### src/rtl/burst_pkg.sv
package burst_pkg;

    localparam int DEF_ADDR_W = 17;
    localparam int DEF_CNT_W  = 2;

    typedef enum logic {
        ORD_LINEAR = 1'b0,
        ORD_XOR    = 1'b1
    } burst_order_e;

    typedef struct packed {
        logic load;
        logic step;
    } burst_cmd_t;

    function automatic burst_cmd_t decode_cmd(
        input logic proc_n,
        input logic ctrl_n,
        input logic ce_n,
        input logic adv_n
    );
        burst_cmd_t c;
        c.load = (!proc_n && !ce_n) || !ctrl_n;
        c.step = !c.load && !adv_n;
        return c;
    endfunction

endpackage

### src/rtl/burst_cmd_dec.sv
module burst_cmd_dec
    import burst_pkg::*;
(
    input  logic       strobe_proc_n,
    input  logic       strobe_ctrl_n,
    input  logic       chip_en_n,
    input  logic       adv_n,
    output burst_cmd_t cmd
);

    always_comb begin
        cmd = decode_cmd(strobe_proc_n, strobe_ctrl_n, chip_en_n, adv_n);
    end

endmodule

### src/rtl/burst_seq_reg.sv
module burst_seq_reg
    import burst_pkg::*;
#(
    parameter int ADDR_W = DEF_ADDR_W,
    parameter int CNT_W  = DEF_CNT_W
) (
    input  logic              clk,
    input  logic              rst,
    input  burst_cmd_t        cmd,
    input  logic [ADDR_W-1:0] addr_in,
    output logic [ADDR_W-1:0] base_q,
    output logic [CNT_W-1:0]  cnt_q
);

    localparam logic [CNT_W-1:0] CNT_ONE = CNT_W'(1);

    always_ff @(posedge clk) begin
        if (rst) begin
            base_q <= '0;
            cnt_q  <= '0;
        end else if (cmd.load) begin
            base_q <= addr_in;
            cnt_q  <= '0;
        end else if (cmd.step) begin
            cnt_q  <= cnt_q + CNT_ONE;
        end
    end

endmodule

### src/rtl/burst_order_map.sv
module burst_order_map
    import burst_pkg::*;
#(
    parameter int ADDR_W = DEF_ADDR_W,
    parameter int CNT_W  = DEF_CNT_W
) (
    input  logic [ADDR_W-1:0] base,
    input  logic [CNT_W-1:0]  cnt,
    input  burst_order_e      order,
    output logic [ADDR_W-1:0] addr
);

    localparam int UP_W = ADDR_W - CNT_W;

    logic [CNT_W-1:0] low_lin;
    logic [CNT_W-1:0] low_xor;

    assign low_lin = base[CNT_W-1:0] + cnt;

    for (genvar i = 0; i < CNT_W; i++) begin : g_xor
        assign low_xor[i] = base[i] ^ cnt[i];
    end

    always_comb begin
        addr[ADDR_W-1:CNT_W] = base[ADDR_W-1:CNT_W];
        addr[CNT_W-1:0]      = (order == ORD_XOR) ? low_xor : low_lin;
    end

    if (UP_W < 1) begin : g_bad_width
        initial $display("burst_order_map: ADDR_W must exceed CNT_W");
    end

endmodule

### src/rtl/burst_addr_gen.sv
module burst_addr_gen
    import burst_pkg::*;
#(
    parameter int ADDR_W = DEF_ADDR_W,
    parameter int CNT_W  = DEF_CNT_W
) (
    input  logic              clk,
    input  logic              rst,
    input  logic [ADDR_W-1:0] addr_in,
    input  logic              strobe_proc_n,
    input  logic              strobe_ctrl_n,
    input  logic              chip_en_n,
    input  logic              adv_n,
    input  logic              order_sel,
    output logic [ADDR_W-1:0] addr_out
);

    burst_cmd_t        cmd;
    logic [ADDR_W-1:0] base_q;
    logic [CNT_W-1:0]  cnt_q;
    burst_order_e      order;

    assign order = burst_order_e'(order_sel);

    burst_cmd_dec u_dec (
        .strobe_proc_n (strobe_proc_n),
        .strobe_ctrl_n (strobe_ctrl_n),
        .chip_en_n     (chip_en_n),
        .adv_n         (adv_n),
        .cmd           (cmd)
    );

    burst_seq_reg #(.ADDR_W(ADDR_W), .CNT_W(CNT_W)) u_seq (
        .clk     (clk),
        .rst     (rst),
        .cmd     (cmd),
        .addr_in (addr_in),
        .base_q  (base_q),
        .cnt_q   (cnt_q)
    );

    burst_order_map #(.ADDR_W(ADDR_W), .CNT_W(CNT_W)) u_map (
        .base  (base_q),
        .cnt   (cnt_q),
        .order (order),
        .addr  (addr_out)
    );

endmodule

### config.mk
export PLATFORM = sky130hd
export DESIGN_NAME = burst_addr_gen
export DESIGN_NICKNAME = d
export VERILOG_FILES = /design/src/rtl/burst_pkg.sv /design/src/rtl/burst_cmd_dec.sv /design/src/rtl/burst_seq_reg.sv /design/src/rtl/burst_order_map.sv /design/src/rtl/burst_addr_gen.sv
export SDC_FILE = /design/constraint.sdc
export NUM_CORES = 1
export LEC_CHECK = 0
export ABC_CLOCK_PERIOD_IN_PS = 900
export BUFFER_PORTS_ARGS = -buffer_cell sky130_fd_sc_hd__buf_2
export CORE_MARGIN = 5
export CORE_UTILIZATION = 35
export CTS_BUF_LIST = sky130_fd_sc_hd__clkbuf_4 sky130_fd_sc_hd__clkbuf_8
export CTS_CLUSTER_SIZE = 24
export DETAILED_ROUTE_END_ITERATION = 10
export PLACE_DENSITY = 0.76
export SYNTH_ARGS = -nofsm -noshare
export SYNTH_HDL_FRONTEND = slang
export SYNTH_SLANG_ARGS = --single-unit
### constraint.sdc
create_clock -name clk -period 0.9 [get_ports clk]
set_input_delay 0.18 -clock clk [delete_from_list [all_inputs] [get_ports clk]]
set_output_delay 0.18 -clock clk [all_outputs]
set_load 0.01 [all_outputs]
Word level (Yosys, flattened, before mapping):

Cells that the tools add are included.

* flip-flop bits (word level): 19
* input port bits: 24
* output and inout port bits: 17
* logic and storage cells: 16

* $add $sub $neg: 2
* mux-type cells: 1
* bitwise logic cells: 2
* reductions and logical operators: 9

Operator list (number)
* $logic_not 1->1: 5
* $add 2x1->2 const B: 1
* $add 2x2->2: 1
* $logic_and 1x1->1: 2
* $mux 2: 1
* $reduce_or 2->1: 1
* $xor 1x1->1: 2
* $logic_or 1x1->1: 1

Depth between registers and ports, before layout:

* depth after elaboration: 5
* depth in mapped cells: 5
* mapped depth without buffers: 3

By module:

Synthesis repeated with hierarchy kept, for this count alone.

* cell total of the unflattened synthesis: 83
* area total of the unflattened synthesis: 855.8 um2

Modules (own cells, without submodules)
* burst_seq_reg: times used 1, cells an instance 62, area each 694.4 um2, sequential area each 380.4 um2
* burst_order_map: times used 1, cells an instance 19, area each 148.9 um2, sequential area each 0.0 um2
* burst_cmd_dec: times used 1, cells an instance 2, area each 12.5 um2, sequential area each 0.0 um2

Least setup slack after synthesis:

No wires, ideal clock.

* path type: reg2out
* start point: reg u_seq.base_q[0]
* end point: out addr_out[1]
* data arrival time: 0.822 ns
* data required time: 0.720 ns
* setup slack: -0.102 ns
* stages on the path, launching flop included: 4
* path buffers: 0
* cell sequence: dfxtp_1 -> ha_1 -> nor2b_1 -> xnor2_1

* word-level cells in the longest chain between the ends: 2

RTL lines
* start, declared: RTL line burst_seq_reg.sv:11 `output logic [ADDR_W-1:0] base_q,`
* start signal, assigned: RTL line burst_seq_reg.sv:22 `base_q <= addr_in;`
* $add 2x2->2: RTL line burst_order_map.sv:18 `assign low_lin = base[CNT_W-1:0] + cnt;`
* $mux 2: RTL line burst_order_map.sv:26 `addr[CNT_W-1:0] = (order == ORD_XOR) ? low_xor : low_lin;`
* end, declared: RTL line burst_addr_gen.sv:15 `output logic [ADDR_W-1:0] addr_out`

Every way passes these cells.

Final worst setup path:

* start point: reg u_seq.cnt_q[0]
* end point: out addr_out[1]

* word-level cells in the longest chain between the ends: 2

RTL lines
* start, declared: RTL line burst_seq_reg.sv:12 `output logic [CNT_W-1:0] cnt_q`
* start signal, assigned: RTL line burst_seq_reg.sv:25 `cnt_q <= cnt_q + CNT_ONE;`
* $add 2x2->2: RTL line burst_order_map.sv:18
* $mux 2: RTL line burst_order_map.sv:26

Every way passes these cells.

==> key figures <==
Outcome
  – Status: finished, violations left
  – Violated checks: negative setup slack

Synthesis
  – Post-synth cell types: 16
  – Post-synthesis xor/xnor area fraction: 3.08%
  – Cell with the most instances after synthesis: sky130_fd_sc_hd__nand2_1
  – Compound-gate portion of the synthesized area: 13.7%
  – Adder-cell share of the synthesized area: 1.47%
  – Simple-gate share of the synthesized area: 18.5%
  – Post-Syn Nets: 126
  – Area share of the largest cell type after synthesis: 44.6%
  – Synth area leaders: sky130_fd_sc_hd__dfxtp_1 45%, sky130_fd_sc_hd__nand2_1 15%, sky130_fd_sc_hd__buf_4 13%, sky130_fd_sc_hd__a21oi_1 8.8%, sky130_fd_sc_hd__xnor2_1 3.1%
  – Warnings, synthesis: 0
  – Cell accounting for the most synthesized area: sky130_fd_sc_hd__dfxtp_1
  – Post-synthesis sequential area ratio: 44.6%
  – Prevailing post-synth register cell: sky130_fd_sc_hd__dfxtp_1
  – Number of flops mapped to enable cells by yosys: 0
  – Multiplexer area fraction after synthesis: 0%
  – Number of flip-flops and latches in the synthesized netlist: 19
  – Mean cell area of the mapped netlist: 8.44 sq um
  – Share of synthesized flip-flops with an asynchronous set or reset: 0%
  – Post-Synthesis Cell Area: 852 sq um
  – Number of instances in the synthesized netlist: 101
  – Most common library cells after synthesis: 34 x sky130_fd_sc_hd__nand2_1, 19 x sky130_fd_sc_hd__dfxtp_1, 15 x sky130_fd_sc_hd__a21oi_1, 15 x sky130_fd_sc_hd__buf_4
  – Combinational family with the most area after synthesis: buffers and inverters

GRT
  – Initial antenna violation count: 0
  – Global-route congestion overflow total: 0
  – Number of global-route vias before repair: 786
  – Global-route wire length before repair: 3.26 mm
  – Gr usage total: 12.4%
  – Largest net degree at the start of global routing: 20

Layout
  – # fillers: 212
  – Final instance area: 0.00123 sq mm
  – Multi-input logic area: 374 sq um
  – Area Overhead vs Synth: 44.8%
  – Sequential Area: 402 sq um
  – Number of diodes added for antenna fixing: 0
  – Fraction of layout instances using a drive strength above 1: 60.4%
  – Number of nets in the final layout: 160

Drt
  – Total Wirelength: 2.08 mm
  – Post-DR wirelength/cell: 12.8 um
  – Post-detailed-route count of antenna-violating nets: 0
  – Top Layer Used: met4
  – Drt initial violations: 11
  – Routed wl met2: 1.14 mm
  – Routed length on met1: 765 um
  – Number of design rule violations left after detail routing: 0
  – Total via count after detailed routing: 743
  – Via count normalized by instance count: 4.59
  – First-pass DRT Iterations: 4
  – Detailed-routed wire length on met3: 160 um

Critical path
  – Worst flop-to-flop path startpoint: u_seq.cnt_q[0]
  – Category of the most critical setup path: reg -> out
  – Setup slack of the most critical reg-to-reg path: -0.03 ns
  – Critical path depth: 4
  – Data required time of the worst path: 0.72 ns
  – R2R depth: 4
  – Critical path endpoint category: primary output
  – Number of buffers and inverters on the critical path: 1
  – Crit path launch type: flip-flop
  – Standard cell with the maximum stage delay on the critical path: sky130_fd_sc_hd__dfxtp_2
  – Capture instance of the worst register-to-register path: u_seq.cnt_q[1]
  – Top fanout value on the critical path: 2
  – Crit path largest cell delay: 0.37 ns
  – Crit-path cells: ha_4 > nor2b_4 > xnor2_2 > buf_2
  – Worst endpoint data arrival time: 1.16 ns
  – Kind of cell with the highest combined delay on the critical path: flip-flops

STA
  – Number of endpoints with negative hold slack in the final report: 0
  – Post-route clock period utilization: 149%
  – Setup repair after global routing missed its margin: yes
  – Post-Route Skew: 0.0000457 ns
  – Crit path time final: 1.34 ns
  – Highest clock frequency the design can meet: 0.745 GHz
  – Worst-case setup margin in the final layout: -0.442 ns
  – # setup viols final: 18
  – Worst hold margin: 0.114 ns
  – Max-slew headroom at the worst pin: 72.9%
  – Worst-margin pin slew: 0.406 ns
  – Setup TNS: -0.977 ns
  – Final Max Tran Viols: 0

Power and ir drop
  – Power Density: 1420 mW/mm^2
  – Worst ir drop on vdd: 1.21 mV
  – Leakage power summed over all cells: 0.551 nW
  – Overall Power: 1.76 mW

Clocking
  – Cts bufs inserted: 3
  – Worst-path clk slew: 0.10 ns
  – Clock sink total: 19
  – Clk root buf: sky130_fd_sc_hd__clkbuf_4
  – Clock latency reported for the late side of the worst-skew pair: 0.29 ns
  – Number of levels in the clock H-tree: 1
  – CTS Buffer Depth: 2
  – Number of buffers inserted for hold repair after clock tree synthesis: 0
  – Clock tree from TritonCTS: built

Placement
  – Count of buffers inserted at the top-level ports: 40
  – Detail Placement HPWL: 1.46 mm
  – RePlAce Congestion: 0.707
  – Post-placement worst setup slack: -0.183 ns
  – Placed cell area: 0.00101 sq mm

Floorplanning
  – Num rows: 17
  – Initial Utilization: 37.4%
  – Number of top-level pins: 41
  – Total Die Area: 0.00352 sq mm
  – Core footprint: 0.00228 sq mm
  – Vertical die dimension: 59.3 um
  – DIE WIDTH: 59.3 um

Hold path
  – Hold Path Origin: addr_in[2]
  – Class of the tightest hold or removal check: in -> reg
  – End of the worst hold path: u_seq.base_q[2]
  – Worst hold path cell count: 3

Run
  – Max-capacitance violation count: 0
-- worst min-delay path, cell delays in order --
cell and delay (ns):
sky130_fd_sc_hd__buf_2 0.09, sky130_fd_sc_hd__nand2_1 0.04, sky130_fd_sc_hd__a21oi_1 0.05
-- final cells by class --
| class | instances | area share [%] |
|---|---|---|
| sequential | 19 | 32.6 |
| timing repair buffer | 49 | 31.8 |
| multi-input combinational | 62 | 30.3 |
| tap | 28 | 2.84 |
| clock buffer | 4 | 2.43 |
-- kinds of logic after synthesis --
kind of cell | Yosys count
flops | 19
fa+ha+maj | 1
xor+xnor | 3
compound gates | 19
simple gates | 39
buf+inv | 20
-- placed cells by master, fill, tap and decap left out --
cell                       count
sky130_fd_sc_hd__xnor2_2       3
sky130_fd_sc_hd__clkbuf_4      4
sky130_fd_sc_hd__nor3_2        1
sky130_fd_sc_hd__o21ai_4       1
sky130_fd_sc_hd__dfxtp_1       2
sky130_fd_sc_hd__nand2_1      34
sky130_fd_sc_hd__buf_2        24
sky130_fd_sc_hd__nor2b_1       1
sky130_fd_sc_hd__buf_4         7
sky130_fd_sc_hd__dfxtp_2      17
sky130_fd_sc_hd__a21oi_2       2
sky130_fd_sc_hd__buf_12        2
sky130_fd_sc_hd__buf_6        16
sky130_fd_sc_hd__nor2b_4       2
sky130_fd_sc_hd__ha_4          1
sky130_fd_sc_hd__nor4_2        1
sky130_fd_sc_hd__a21oi_1      15
sky130_fd_sc_hd__o21a_1        1
-- state kept, by name (all words and copies together), names as in the netlist --
name and cells:
u_seq.cnt_q 2, u_seq.base_q 17
-- worst max path at each step --
stage	slack (ns)	end	startpoint
2_1_floorplan	-0.04	addr_out[1]	u_seq.base_q[0]
3_3_place_gp	-0.13	addr_out[1]	u_seq.base_q[0]
3_5_place_dp	-0.18	addr_out[1]	u_seq.base_q[0]
4_1_cts	-0.46	addr_out[1]	u_seq.cnt_q[0]
5_1_grt	-0.51	addr_out[1]	u_seq.cnt_q[0]
6_report	-0.44	addr_out[1]	u_seq.cnt_q[0]
-- per-stage QoR --
step | std cells | utilization, %
final | 162 | 54.2
after global routing | 162 | 54.2
after CTS | 160 | 52.7
after detailed placement | 154 | 44.3
after global placement | 154 | 44.3
after floorplan | 101 | -
-- metal layers --
layer | up-vias | track usage, %
met5 | - | 0
met4 | 0 | 2.91
met3 | 2 | 4.58
met2 | 28 | 24.8
met1 | 339 | 11.4
li1 | 374 | -
-- power by group --
group	leakage (nW)	total (mW)	internal [mW]	switching, mW
Sequential	0.163	0.935	0.900	0.0354
Combinational	0.370	0.379	0.214	0.165
Clock	0.0184	0.442	0.202	0.240
Total	0.551	1.76	1.32	0.440
-- timing repair --
item | in CTS | in global routing
setup endpoints to repair | 18 | 19
gates resized for setup | 37 | 3
pin swaps | 4 | 2
setup buffers | 2 | 2
gates cloned | 0 | 0
No activity file was read; power rests on OpenSTA's default activity.
